File: src/rtl/irq_ctrl_pkg.sv
package irq_ctrl_pkg;
   localparam int FLG_PWR = 0;
   localparam int FLG_PER = 1;
   localparam int FLG_ALM = 2;
   localparam int N_FLG   = 3;

   localparam int EN_BKALM = 0;
   localparam int EN_PWR   = 1;
   localparam int EN_PER   = 2;
   localparam int EN_ALM   = 3;
   localparam int N_EN     = 4;
endpackage

File: src/rtl/irq_alarm_cmp.sv
module irq_alarm_cmp #(
   parameter int FIELD_W  = 8,
   parameter int N_FIELDS = 4
) (
   input  logic [FIELD_W*N_FIELDS-1:0] cur,
   input  logic [FIELD_W*N_FIELDS-1:0] alm,
   input  logic [2*N_FIELDS-1:0]       mask,
   output logic                        hit
);
   logic [N_FIELDS-1:0] fld_ok;

   for (genvar g = 0; g < N_FIELDS; g++) begin : g_fld
      logic dont_care;
      assign dont_care = mask[2*g+1] & mask[2*g];
      assign fld_ok[g] = dont_care ||
                         (cur[g*FIELD_W +: FIELD_W] == alm[g*FIELD_W +: FIELD_W]);
   end

   assign hit = &fld_ok;
endmodule

File: src/rtl/irq_rate_div.sv
module irq_rate_div #(
   parameter int RATE_W = 4
) (
   input  logic              clk,
   input  logic              rst_n,
   input  logic              tick,
   input  logic [RATE_W-1:0] rate,
   output logic              evt
);
   localparam int DIV_W = (1 << RATE_W) - 2;

   if (RATE_W < 2 || RATE_W > 5) begin : g_bad_rate_w
      $error("irq_rate_div: RATE_W must be 2..5");
   end

   logic [DIV_W-1:0] cnt;
   logic [DIV_W-1:0] one_hot;
   logic [DIV_W-1:0] sel_mask;

   always_ff @(posedge clk or negedge rst_n) begin
      if (!rst_n)    cnt <= '0;
      else if (tick) cnt <= cnt + 1'b1;
   end

   always_comb begin
      one_hot  = DIV_W'(1) << (rate - RATE_W'(1));
      sel_mask = one_hot - 1'b1;
      evt      = tick && (rate != '0) && ((cnt & sel_mask) == sel_mask);
   end
endmodule

File: src/rtl/irq_flag_bank.sv
module irq_flag_bank #(
   parameter int N = 3
) (
   input  logic         clk,
   input  logic         rst_n,
   input  logic [N-1:0] set,
   input  logic         clr,
   output logic [N-1:0] q
);
   always_ff @(posedge clk or negedge rst_n) begin
      if (!rst_n) q <= '0;
      else        q <= (q & ~{N{clr}}) | set;
   end
endmodule

File: src/rtl/irq_ctrl.sv
module irq_ctrl
   import irq_ctrl_pkg::*;
#(
   parameter int FIELD_W  = 8,
   parameter int N_FIELDS = 4,
   parameter int RATE_W   = 4,
   parameter bit REG_IRQ  = 1'b1
) (
   input  logic                        clk,
   input  logic                        rst_n,
   input  logic                        tick_ref,
   input  logic                        tick_sec,
   input  logic [FIELD_W*N_FIELDS-1:0] cur_time,
   input  logic [FIELD_W*N_FIELDS-1:0] alm_time,
   input  logic [2*N_FIELDS-1:0]       alm_mask,
   input  logic [RATE_W-1:0]           rate,
   input  logic                        pwr_fail,
   input  logic                        backup,
   input  logic                        ctrl_wr,
   input  logic [N_EN-1:0]             ctrl_wdata,
   input  logic                        flags_rd,
   output logic [N_EN-1:0]             ctrl_q,
   output logic [N_FLG-1:0]            flags_q,
   output logic                        irq_n
);
   if (FIELD_W < 1 || N_FIELDS < 1) begin : g_bad_fields
      $error("irq_ctrl: FIELD_W and N_FIELDS must be positive");
   end

   logic             alm_hit;
   logic             per_evt;
   logic [N_FLG-1:0] flag_set;
   logic             irq_req;

   irq_alarm_cmp #(.FIELD_W(FIELD_W), .N_FIELDS(N_FIELDS)) u_cmp (
      .cur(cur_time), .alm(alm_time), .mask(alm_mask), .hit(alm_hit)
   );

   irq_rate_div #(.RATE_W(RATE_W)) u_div (
      .clk(clk), .rst_n(rst_n), .tick(tick_ref), .rate(rate), .evt(per_evt)
   );

   always_comb begin
      flag_set          = '0;
      flag_set[FLG_ALM] = alm_hit & tick_sec;
      flag_set[FLG_PER] = per_evt;
      flag_set[FLG_PWR] = pwr_fail;
   end

   irq_flag_bank #(.N(N_FLG)) u_flags (
      .clk(clk), .rst_n(rst_n), .set(flag_set), .clr(flags_rd), .q(flags_q)
   );

   always_ff @(posedge clk or negedge rst_n) begin
      if (!rst_n)       ctrl_q <= '0;
      else if (ctrl_wr) ctrl_q <= ctrl_wdata;
   end

   always_comb begin
      if (backup)
         irq_req = flags_q[FLG_ALM] & ctrl_q[EN_BKALM];
      else
         irq_req = (flags_q[FLG_ALM] & ctrl_q[EN_ALM]) |
                   (flags_q[FLG_PER] & ctrl_q[EN_PER]) |
                   (flags_q[FLG_PWR] & ctrl_q[EN_PWR]);
   end

   if (REG_IRQ) begin : g_irq_reg
      always_ff @(posedge clk or negedge rst_n) begin
         if (!rst_n) irq_n <= 1'b1;
         else        irq_n <= ~irq_req;
      end
   end else begin : g_irq_comb
      assign irq_n = ~irq_req;
   end
endmodule

File: config.mk
export PLATFORM = sky130hd
export DESIGN_NAME = irq_ctrl
export DESIGN_NICKNAME = d
export VERILOG_FILES = /design/src/rtl/irq_ctrl_pkg.sv /design/src/rtl/irq_alarm_cmp.sv /design/src/rtl/irq_rate_div.sv /design/src/rtl/irq_flag_bank.sv /design/src/rtl/irq_ctrl.sv
export SDC_FILE = /design/constraint.sdc
export NUM_CORES = 1
export LEC_CHECK = 0
export BUFFER_PORTS_ARGS = -buffer_cell sky130_fd_sc_hd__buf_2
export CAP_MARGIN = 20
export CORE_AREA = 3 3 66 68
export CTS_CLUSTER_SIZE = 12
export DETAILED_ROUTE_END_ITERATION = 16
export DIE_AREA = 0 0 69 71
export PLACE_DENSITY = 0.75
export SETUP_SLACK_MARGIN = 0.3
export SYNTH_ARGS = -nofsm -noshare
export SYNTH_HDL_FRONTEND = slang
export SYNTH_SLANG_ARGS = --single-unit
File: constraint.sdc
create_clock -name clk -period 1.9 [get_ports clk]
set_input_delay 0.19 -clock clk [delete_from_list [all_inputs] [get_ports clk]]
set_output_delay 0.19 -clock clk [all_outputs]
set_load 0.01 [all_outputs]
# Word level (Yosys, flattened, before mapping)
# Index checks and enable logic that the tools add are counted.
[op_classes] add_sub_neg=3 n_eq_ne=5 shifts=1 mux=1 bitwise=16 reduce_logical=8
[op_table] cell="$eq 8x8->1" n=4
[op_table] cell="$add 14x1->14 const B" n=1
[op_table] cell="$and 14x14->14" n=1
[op_table] cell="$eq 14x14->1" n=1
[op_table] cell="$shl 1x4->14 const A" n=1
[op_table] cell="$sub 14x1->14 const B" n=1
[op_table] cell="$and 1x1->1" n=9
[op_table] cell="$logic_or 1x1->1" n=4
[op_table] cell="$reduce_and 4->1" n=1
[op_table] cell="$reduce_bool 4->1" n=1
[op_table] cell="$sub 4x1->4 const B" n=1
[op_table] cell="$and 3x3->3" n=1
[op_table] cell="$not 3->3" n=1
[op_table] cell="$or 3x3->3" n=1
[op_table] cell="$logic_and 1x1->1" n=2
[op_table] cell="$or 1x1->1" n=2
[op_table] cell="$mux 1" n=1
[op_table] cell="$not 1->1" n=1
[totals] register_bits=22 inputBits=88 out_inout_bits=8 wordCells=38

# Longest topological paths before layout
# Gate-level depths: netlist of run 1.
[depth] depth_word=7 ltp_mapped=9 ltp_nobuf=8

# Hierarchy
# A second synthesis of run 1 with hierarchy kept.
[hier_totals] hier_cells=173 hier_area_um2=1642.8
[by_module_without_submodules] mod="irq_rate_div" instances=1 cells_per_inst=108 area_per_inst_um2=969.7 seq_area_each_um2=350.3
[by_module_without_submodules] mod="irq_alarm_cmp" instances=1 cells_per_inst=45 area_per_inst_um2=366.6 seq_area_each_um2=0.0
[by_module_without_submodules] mod="irq_ctrl" instances=1 cells_per_inst=13 area_per_inst_um2=205.2 seq_area_each_um2=126.4
[by_module_without_submodules] mod="irq_flag_bank" instances=1 cells_per_inst=7 area_per_inst_um2=101.3 seq_area_each_um2=75.1

# Worst setup path after synthesis of run 1
# No wires, ideal clock.
[synth_path] path_type="input-to-reg" start="input rate[3]" end="register u_flags.q[1]" setup_time_ns=0.130 arrival_ns=1.756 required_time_ns=1.770 setup_slack_ns=0.014 cell_stages=9 path_buffers=1 cell_sequence="buf_2 nor2_2 nand3b_1 ha_1 or3b_1 a211oi_1 nor3_1 o2111ai_1 o41ai_2"
[synth_via] elab_chain_len=7 elab_cells_between_ends=9 classes_between="add/sub: 2; eq/ne: 1; shift: 1; bitwise: 2; reduce/logical: 3"
[synth_rtl] item="start: declaration" line_no="irq_ctrl.sv:16" rtl="input logic [RATE_W-1:0] rate,"
[synth_rtl] item="$sub 4x1->4" line_no="irq_rate_div.sv:26" rtl="one_hot = DIV_W'(1) << (rate - RATE_W'(1));"
[synth_rtl] item="$shl 1x4->14" line_no="irq_rate_div.sv:26"
[synth_rtl] item="$sub 14x1->14" line_no="irq_rate_div.sv:27" rtl="sel_mask = one_hot - 1'b1;"
[synth_rtl] item="$and 14x14->14" line_no="irq_rate_div.sv:28" rtl="evt = tick && (rate != '0) && ((cnt & sel_mask) == sel_mask);"
[synth_rtl] item="$eq 14x14->1" line_no="irq_rate_div.sv:28"
[synth_rtl] item="$logic_and 1x1->1 *" line_no="irq_rate_div.sv:28"
[synth_rtl] item="$or 3x3->3 *" line_no="irq_flag_bank.sv:12" rtl="else q <= (q & ~{N{clr}}) | set;"
[synth_rtl] item="end signal: assignment" line_no="irq_flag_bank.sv:12"
[synth_rtl] item="end: declaration" line_no="irq_flag_bank.sv:8" rtl="output logic [N-1:0] q"
# Mark *: on every way between the ends. The rest lies on a longest branch, timed or not.
# A chain may end at the register's enable or synchronous reset.

# Final worst setup path of run 1
[layout_path] start="input rate[2]" end="register u_flags.q[1]"
# The elaborated chain is that of the path after synthesis.

==> results of run 1 <==
## routing by layer
layer,track usage,part of all wire,up-vias
met4,0.05857,0.014,0
met1,0.1961,0.38,729
met3,0.04403,0.086,5
met2,0.3146,0.52,77
li1,-,-,805
met5,0,0,-
## worst max-delay path by stage
stage	to	start	cells after the start	slack (ns)
after floorplan	u_flags.q[1]	rate[2]	9	0.25
final	u_flags.q[1]	rate[2]	9	0.42
after global placement	u_flags.q[1]	rate[2]	9	0.18
after CTS	u_div.cnt[12]	u_div.cnt[0]	6	0.32
after global routing	u_flags.q[1]	rate[2]	9	0.31
after detailed placement	u_flags.q[1]	rate[2]	9	0.14
## synth_stat cells, types with 4 or more instances
cell type	count
xor2_1	38
dfrtp_1	21
nand2_1	11
nor2_1	10
nor4_1	10
xnor2_1	9
mux2_2	7
a22oi_1	6
inv_1	6
nand4_1	5
nor3_1	5
o21ai_0	5
a21oi_1	4
## cells by family (layout without fill, tap and decap cells)
family                     Yosys count  count (layout)  synth area share
DFF                                 22              22            0.3443
muxes                                8               8           0.05543
xor gates and xnor gates            47              47            0.2568
adders and majority gates            2               2           0.01561
buffers and inverters               10             111           0.03356
AOI/OAI and AO/OA                   28              28            0.1218
and+or+nand+nor                     53              53            0.1725
## state kept, by name (all words and copies together), names as in the netlist
name and count:
u_div.cnt 14, irq_n 1, ctrl_q 4, u_flags.q 3
## per-stage QoR
step | power, uW | std cells | hold slack [ns] | setup slack [ns] | util
3_3_place_gp | 1090 | 314 | 0.1775 | 0.1800 | 0.5486
2_1_floorplan | 913.7 | 170 | -0.1056 | 0.2529 | -
4_1_cts | 1542 | 319 | 0.09499 | 0.3152 | 0.5694
3_5_place_dp | 1101 | 314 | 0.1813 | 0.1387 | 0.5486
6_report | 1528 | 321 | 0.09363 | 0.4189 | 0.5748
5_1_grt | 1636 | 321 | 0.09001 | 0.3081 | 0.5748
## repair_timing
action,4_1_cts,5_1_grt
setup buffers,0,2
gates resized for setup,0,3
hold buffers,1,0
endpoints found under the setup margin,0,4
hold endpoints to repair,21,0
## where the power goes
group / internal, uW / switching [uW]
clock: 282 / 155
sequential: 555 / 99.5
combinational: 238 / 199
## critical path, cell delays in order
cell	delay, ns
buf_2	0.12
nor2_4	0.14
nand3b_1	0.09
ha_2	0.23
or3b_4	0.40
a211oi_2	0.18
nor3_1	0.07
o2111ai_1	0.11
o41ai_2	0.10
## area by class of cell
class	instances	area share
flip-flops and latches	22	0.2458
clock buffers	3	0.01835
multi-input cells	138	0.4511
clock inverters	1	0.01335
well taps	50	0.02781
repair buffers	101	0.2336
inverters	6	0.01001
## cell usage in the layout, fill, tap and decap left out, drive strengths merged, types with 2 or more instances in the layout
master  count
a22oi       6
inv         6
o211ai      2
xor2       38
ha          2
xnor2       9
nand3       2
nand2      12
a21oi       5
nor2       11
nor3        5
buf        99
clkbuf      4
o21ai       6
mux2        7
dfrtp      21
nand4       5
nand3b      2
nor4       10
==> results.py, run 1 <==
metrics = {
    "timing": {
        "fmax_mhz": 675.2,
        "fin_crit_ns": 1.481,
        "maxSlewViolCount": 0,
        "min_period_over_period": 0.7795,
        "fin_worst_skew_ns": 0.01096,
        "timing.final.hold_violations": 0,
        "finalSetupViolCount": 0,
        "rsz0062_at_grt": "false",
        "worstMarginPinSlew_ns": 0.4849,
        "slew_headroom": 0.6768,
        "fin_setup_tns_ns": 0,
    },
    "layout": {
        "nNetsFinal": 362,
        "seqCellArea_sq_um": 553.0,
        "nFillCells": 374,
        "final_area_sq_mm": 0.002250,
        "multi_input_area_sq_mm": 0.001015,
        "layout-drive-gt1-share": 0.4465,
        "diodes": 0,
        "syn_to_final_growth_pct": 40.36,
    },
    "route": {
        "firstDrtPassIters": 4,
        "drt_iter0_drc": 87,
        "ant_nets": 0,
        "wirelength_mm": 4.200,
        "vias": 1616,
        "viasPerCell": 5.034,
        "wire_per_inst_microns": 13.08,
        "drc_errors": 0,
    },
    "synthesis": {
        "synth.largest_area_cell": "dfrtp_1",
        "ys_seq_area_frac": 0.3443,
        "netlist_instances": 170,
        "syn_area_sq_mm": 0.001603,
        "postSynthAreaPerCell_sq_um": 9.428,
        "synth_nets": 260,
        "yosys_warnings": 0,
        "synthTopCellsByArea": "dfrtp_1 33%, xor2_1 21%, mux2_2 4.9%, xnor2_1 4.9%, nor4_1 3.9%",
        "ys_ff_latch": 22,
        "ys_types": 41,
        "synth_top_area_share": 0.3279,
        "synth_edf_count": 0,
        "synthFlopType": "dfrtp_1",
        "async_flop_share": 1.000,
    },
    "floorplanning": {
        "dieArea_sq_mm": 0.004899,
        "io_pins": 96,
        "die_h_microns": 71,
        "core_sq_mm": 0.003914,
        "initial_core_util": 0.4095,
        "fp.dieW_microns": 69,
        "core.rowCount": 23,
    },
    "power": {
        "powerDensity_mw_per_mm2": 679.4,
        "peakVddDrop_v": 0.0002982,
        "p_leak_uw": 0.001107,
    },
    "global_routing": {
        "grt-ovfl-total": 0,
        "grt_max_degree": 23,
        "grt_util_all_layers": 0.1727,
        "grt_pass1_vias": 1599,
        "grt_pass1_wl_mm": 6.831,
        "grt_antenna_before_repair": 0,
    },
    "worst_setup_path": {
        "end_kind": "flop",
        "r2r-start": "u_div.cnt[0]",
        "r2r_cells": 6,
        "start_kind": "input pin",
        "r2r_end": "u_div.cnt[12]",
        "arrival_ns": 1.63,
        "r2r_slack_ns": 0.44,
        "critical_path.max_fanout": 7,
        "worstSetupPathType": "in -> reg",
        "critPathRequiredTime_ns": 2.05,
    },
    "clocking": {
        "cts_buffer_depth": 2,
        "cts_buffers": 3,
        "cts_tree": "yes",
        "clkLatencyLatePin_ns": 0.27,
        "cts_sinks": 22,
        "htreeDepth": 1,
        "clk_pin_slew_ns": 0.08,
        "ctsRootBufferMaster": "clkbuf_8",
    },
    "placed_design": {
        "hpwl_mm": 3.539,
        "io_buffers": 95,
        "postPlaceCellArea_sq_mm": 0.002147,
        "routabilityCongestion": 0.7726,
    },
    "run": {
        "maxCapViolations": 0,
    },
    "worst_hold_path": {
        "holdPathEnd": "u_flags.q[0]",
        "min_from": "pwr_fail",
        "min_path_type": "in -> reg",
        "holdPathStages": 2,
    },
    "outcome": {
        "status": "completed",
    },
}
No activity file was read; power rests on OpenSTA's default activity.
==> inputs of run 2 (changes only) <==
ABC_AREA = 1   (was not set)
CORE_AREA = 3 3 72 74   (was 3 3 66 68)
DIE_AREA = 0 0 75 77   (was 0 0 69 71)
PLACE_DENSITY = 0.73   (was 0.75)
clock period = 1.2 ns   (was 1.9 ns; I/O delays follow)
==> run 2 against run 1 <==
Compared with the run above:
- the flow now finishes with violations (negative setup slack)
- sequential power up 56%
- total power up 100%
- setup slack lost 0.72 ns
- area after synthesis grew 17%
- synthesized cell count increased by 64%
- critical path type is now reg -> reg
- core utilization increased by 3.1 points
- flip-flop and latch count did not move
- clock skew is 0.0072 ns lower
- critical endpoint is now u_div.cnt[13]
==> results.py, run 2 <==
metrics = {
    "timing": {
        "fin_ws_ns": -0.3049,
        "slew_headroom": 0.6822,
        "hold_slack_ns": 0.05194,
        "rsz0062_at_grt": "true",
        "worstMarginPinSlew_ns": 0.4768,
        "min_period_over_period": 1.254,
        "maxSlewViolCount": 0,
        "fin_worst_skew_ns": 0.003748,
        "fmax_mhz": 664.5,
        "timing.final.hold_violations": 0,
        "fin_crit_ns": 1.505,
        "finalSetupViolCount": 12,
    },
    "clocking": {
        "ctsRootBufferMaster": "clkbuf_8",
        "cts_buffer_depth": 2,
        "cts_sinks": 22,
        "htreeDepth": 1,
        "cts_tree": "yes",
        "cts_buffers": 3,
        "clk_pin_slew_ns": 0.08,
        "clkLatencyLatePin_ns": 0.26,
    },
    "power": {
        "seq_power_share": 0.333,
        "p_leak_uw": 0.001592,
        "powerDensity_mw_per_mm2": 1088,
        "power.clock.fraction": 0.222,
        "p_comb_frac": 0.445,
        "swShare": 0.3253,
        "p_sw_uw": 998.4,
        "p_int_uw": 2070,
        "peakVddDrop_v": 0.0006007,
    },
    "floorplanning": {
        "io_pins": 96,
        "core_sq_mm": 0.004661,
        "dieArea_sq_mm": 0.005775,
        "core.rowCount": 25,
        "fp.dieW_microns": 75,
        "die_h_microns": 77,
        "initial_core_util": 0.4008,
    },
    "placed_design": {
        "routabilityCongestion": 0.8510,
        "postPlaceCellArea_sq_mm": 0.002584,
        "placedCellCount": 449,
        "detailedPlace.worstSlack_ns": -0.3556,
        "hpwl_mm": 4.431,
        "io_buffers": 95,
    },
    "layout": {
        "reg_top3": "u_div.cnt: 14 flops, ctrl_q: 4 flops, u_flags.q: 3 flops",
        "multi_input_area_sq_mm": 0.001166,
        "max_flop_register": "u_div.cnt",
        "seqCellArea_sq_um": 551.8,
        "nNetsFinal": 501,
        "layout-drive-gt1-share": 0.4268,
        "final_area_sq_mm": 0.002821,
        "mostFrequentLayoutCell": "buf_2",
        "instances_no_fill": 464,
        "diodes": 0,
        "nFillCells": 435,
        "largest_reg_flops": 14,
        "layout_common_cells": "92 x buf_2, 69 x nand2_1, 36 x inv_1",
        "syn_to_final_growth_pct": 51.04,
    },
    "synthesis": {
        "async_flop_share": 1.000,
        "ys_ff_latch": 22,
        "syn_area_sq_mm": 0.001868,
        "yosys_warnings": 0,
        "postSynthAreaPerCell_sq_um": 6.720,
        "synth_nets": 368,
        "ys_types": 27,
        "netlist_instances": 278,
        "synth_top_area_share": 0.2813,
        "synthFlopType": "dfrtp_1",
        "synthTopCellsByArea": "dfrtp_1 28%, nand2_1 14%, inv_1 8.4%, xnor2_1 7.5%, xor2_1 6.1%",
        "ys_seq_area_frac": 0.2954,
        "synth_edf_count": 0,
        "synth.most_common_cell": "nand2_1",
        "ys_top_cells_by_count": "70 x nand2_1, 42 x inv_1, 30 x nor2_1",
        "synth.largest_area_cell": "dfrtp_1",
    },
    "route": {
        "vias": 2184,
        "drc_errors": 0,
        "viasPerCell": 4.707,
        "ant_nets": 0,
        "wire_per_inst_microns": 11.01,
        "firstDrtPassIters": 4,
        "drt_iter0_drc": 63,
        "wirelength_mm": 5.110,
    },
    "worst_setup_path": {
        "end_kind": "flop",
        "crit_path_max_incr_delay_ns": 0.36,
        "critPathSlowestCell": "dfrtp_1",
        "start_kind": "flop",
        "arrival_ns": 1.65,
        "critical_path.max_fanout": 3,
        "critPathRequiredTime_ns": 1.35,
        "cpMostUsedCell": "nor2_2",
        "crit_chain": "buf_4, buf_6, nand4_1, nor2_2, nand3_2, nor2_2, nand3_1, xor2_1",
        "worstSetupPathType": "reg -> reg",
        "r2r_cells": 8,
    },
    "global_routing": {
        "grt_max_degree": 23,
        "grt_pass1_vias": 2209,
        "grt_antenna_before_repair": 0,
        "grt_pass1_wl_mm": 8.618,
        "grt-ovfl-total": 0,
        "grt_util_all_layers": 0.1850,
    },
    "outcome": {
        "status": "finished with violations",
        "failed_checks": "negative setup slack",
    },
    "run": {
        "maxCapViolations": 0,
    },
    "worst_hold_path": {
        "min_path_type": "in -> reg",
        "holdPathStages": 2,
    },
}
## run 2: routing by layer
layer / routed length [microns] / share of wire / track usage
met1: 1987 / 0.39 / 0.2091
met2: 2722 / 0.53 / 0.3415
met3: 309 / 0.060 / 0.03277
met4: 91 / 0.018 / 0.05160
met5: 0 / 0 / 0
## run 2: layout make-up
type	count	area share
clock buffers	3	0.01463
well taps	54	0.02395
repair buffers	131	0.2798
flip-flops and latches	22	0.1956
clock inverters	1	0.01064
multi-input cells	207	0.4133
inverters	46	0.06208
## run 2: cells by family (layout without fill, tap and decap cells)
group | after synthesis | in the layout | share of synthesized area
compound gates | 21 | 21 | 0.06364
xor+xnor | 29 | 29 | 0.1360
fa+ha+maj | 2 | 2 | 0.01339
buf+inv | 49 | 181 | 0.1045
flops | 22 | 22 | 0.2954
mux | 2 | 2 | 0.01206
simple gates | 153 | 153 | 0.3751
## run 2: metrics by stage
| step | TNS (ns) | util | total power, uW |
|---|---|---|---|
| global route | -3.854 | 0.6054 | 3307 |
| floorplan | -1.114 | - | 1648 |
| global placement | -1.853 | 0.5544 | 2168 |
| CTS | -2.024 | 0.5895 | 2984 |
| detailed placement | -2.154 | 0.5544 | 2202 |
| finish | -2.295 | 0.6054 | 3069 |
## run 2: worst max-delay path: cells and delay by family, from the launching register on
family,cells,cell delay (ns)
XOR/XNOR,1,0.15
buffers and inverters,2,0.20
AND/OR/NAND/NOR,5,0.68
flip-flops,1,0.36
## run 2: power groups by stage
stage               Clock [uW]  Sequential [uW]  Combinational [uW]
floorplan                    0             1050                 596
global placement             0             1020                1150
detailed placement           0             1030                1170
CTS                        688             1020                1280
global route               729             1050                1530
finish                     681             1020                1370
## run 2: path summary, 6_finish.rpt
path,from,to,slack (ns)
max,u_div.cnt[1],u_div.cnt[13],-0.30
min,pwr_fail,u_flags.q[0],0.05
max reg2reg,u_div.cnt[1],u_div.cnt[13],-0.30
min reg2reg,u_div.cnt[11],u_div.cnt[11],0.48
max in group asynchronous,rst_n,irq_n,0.51
min in group asynchronous,rst_n,u_div.cnt[2],0.35
## run 2: timing repair
action | 4_1_cts | 5_1_grt
gates resized for setup | 7 | 19
pin swaps | 10 | 4
buffers inserted | 7 | 3
endpoints found under the hold margin | 21 | 0
endpoints found under the setup margin | 23 | 27
hold buffers | 1 | 0
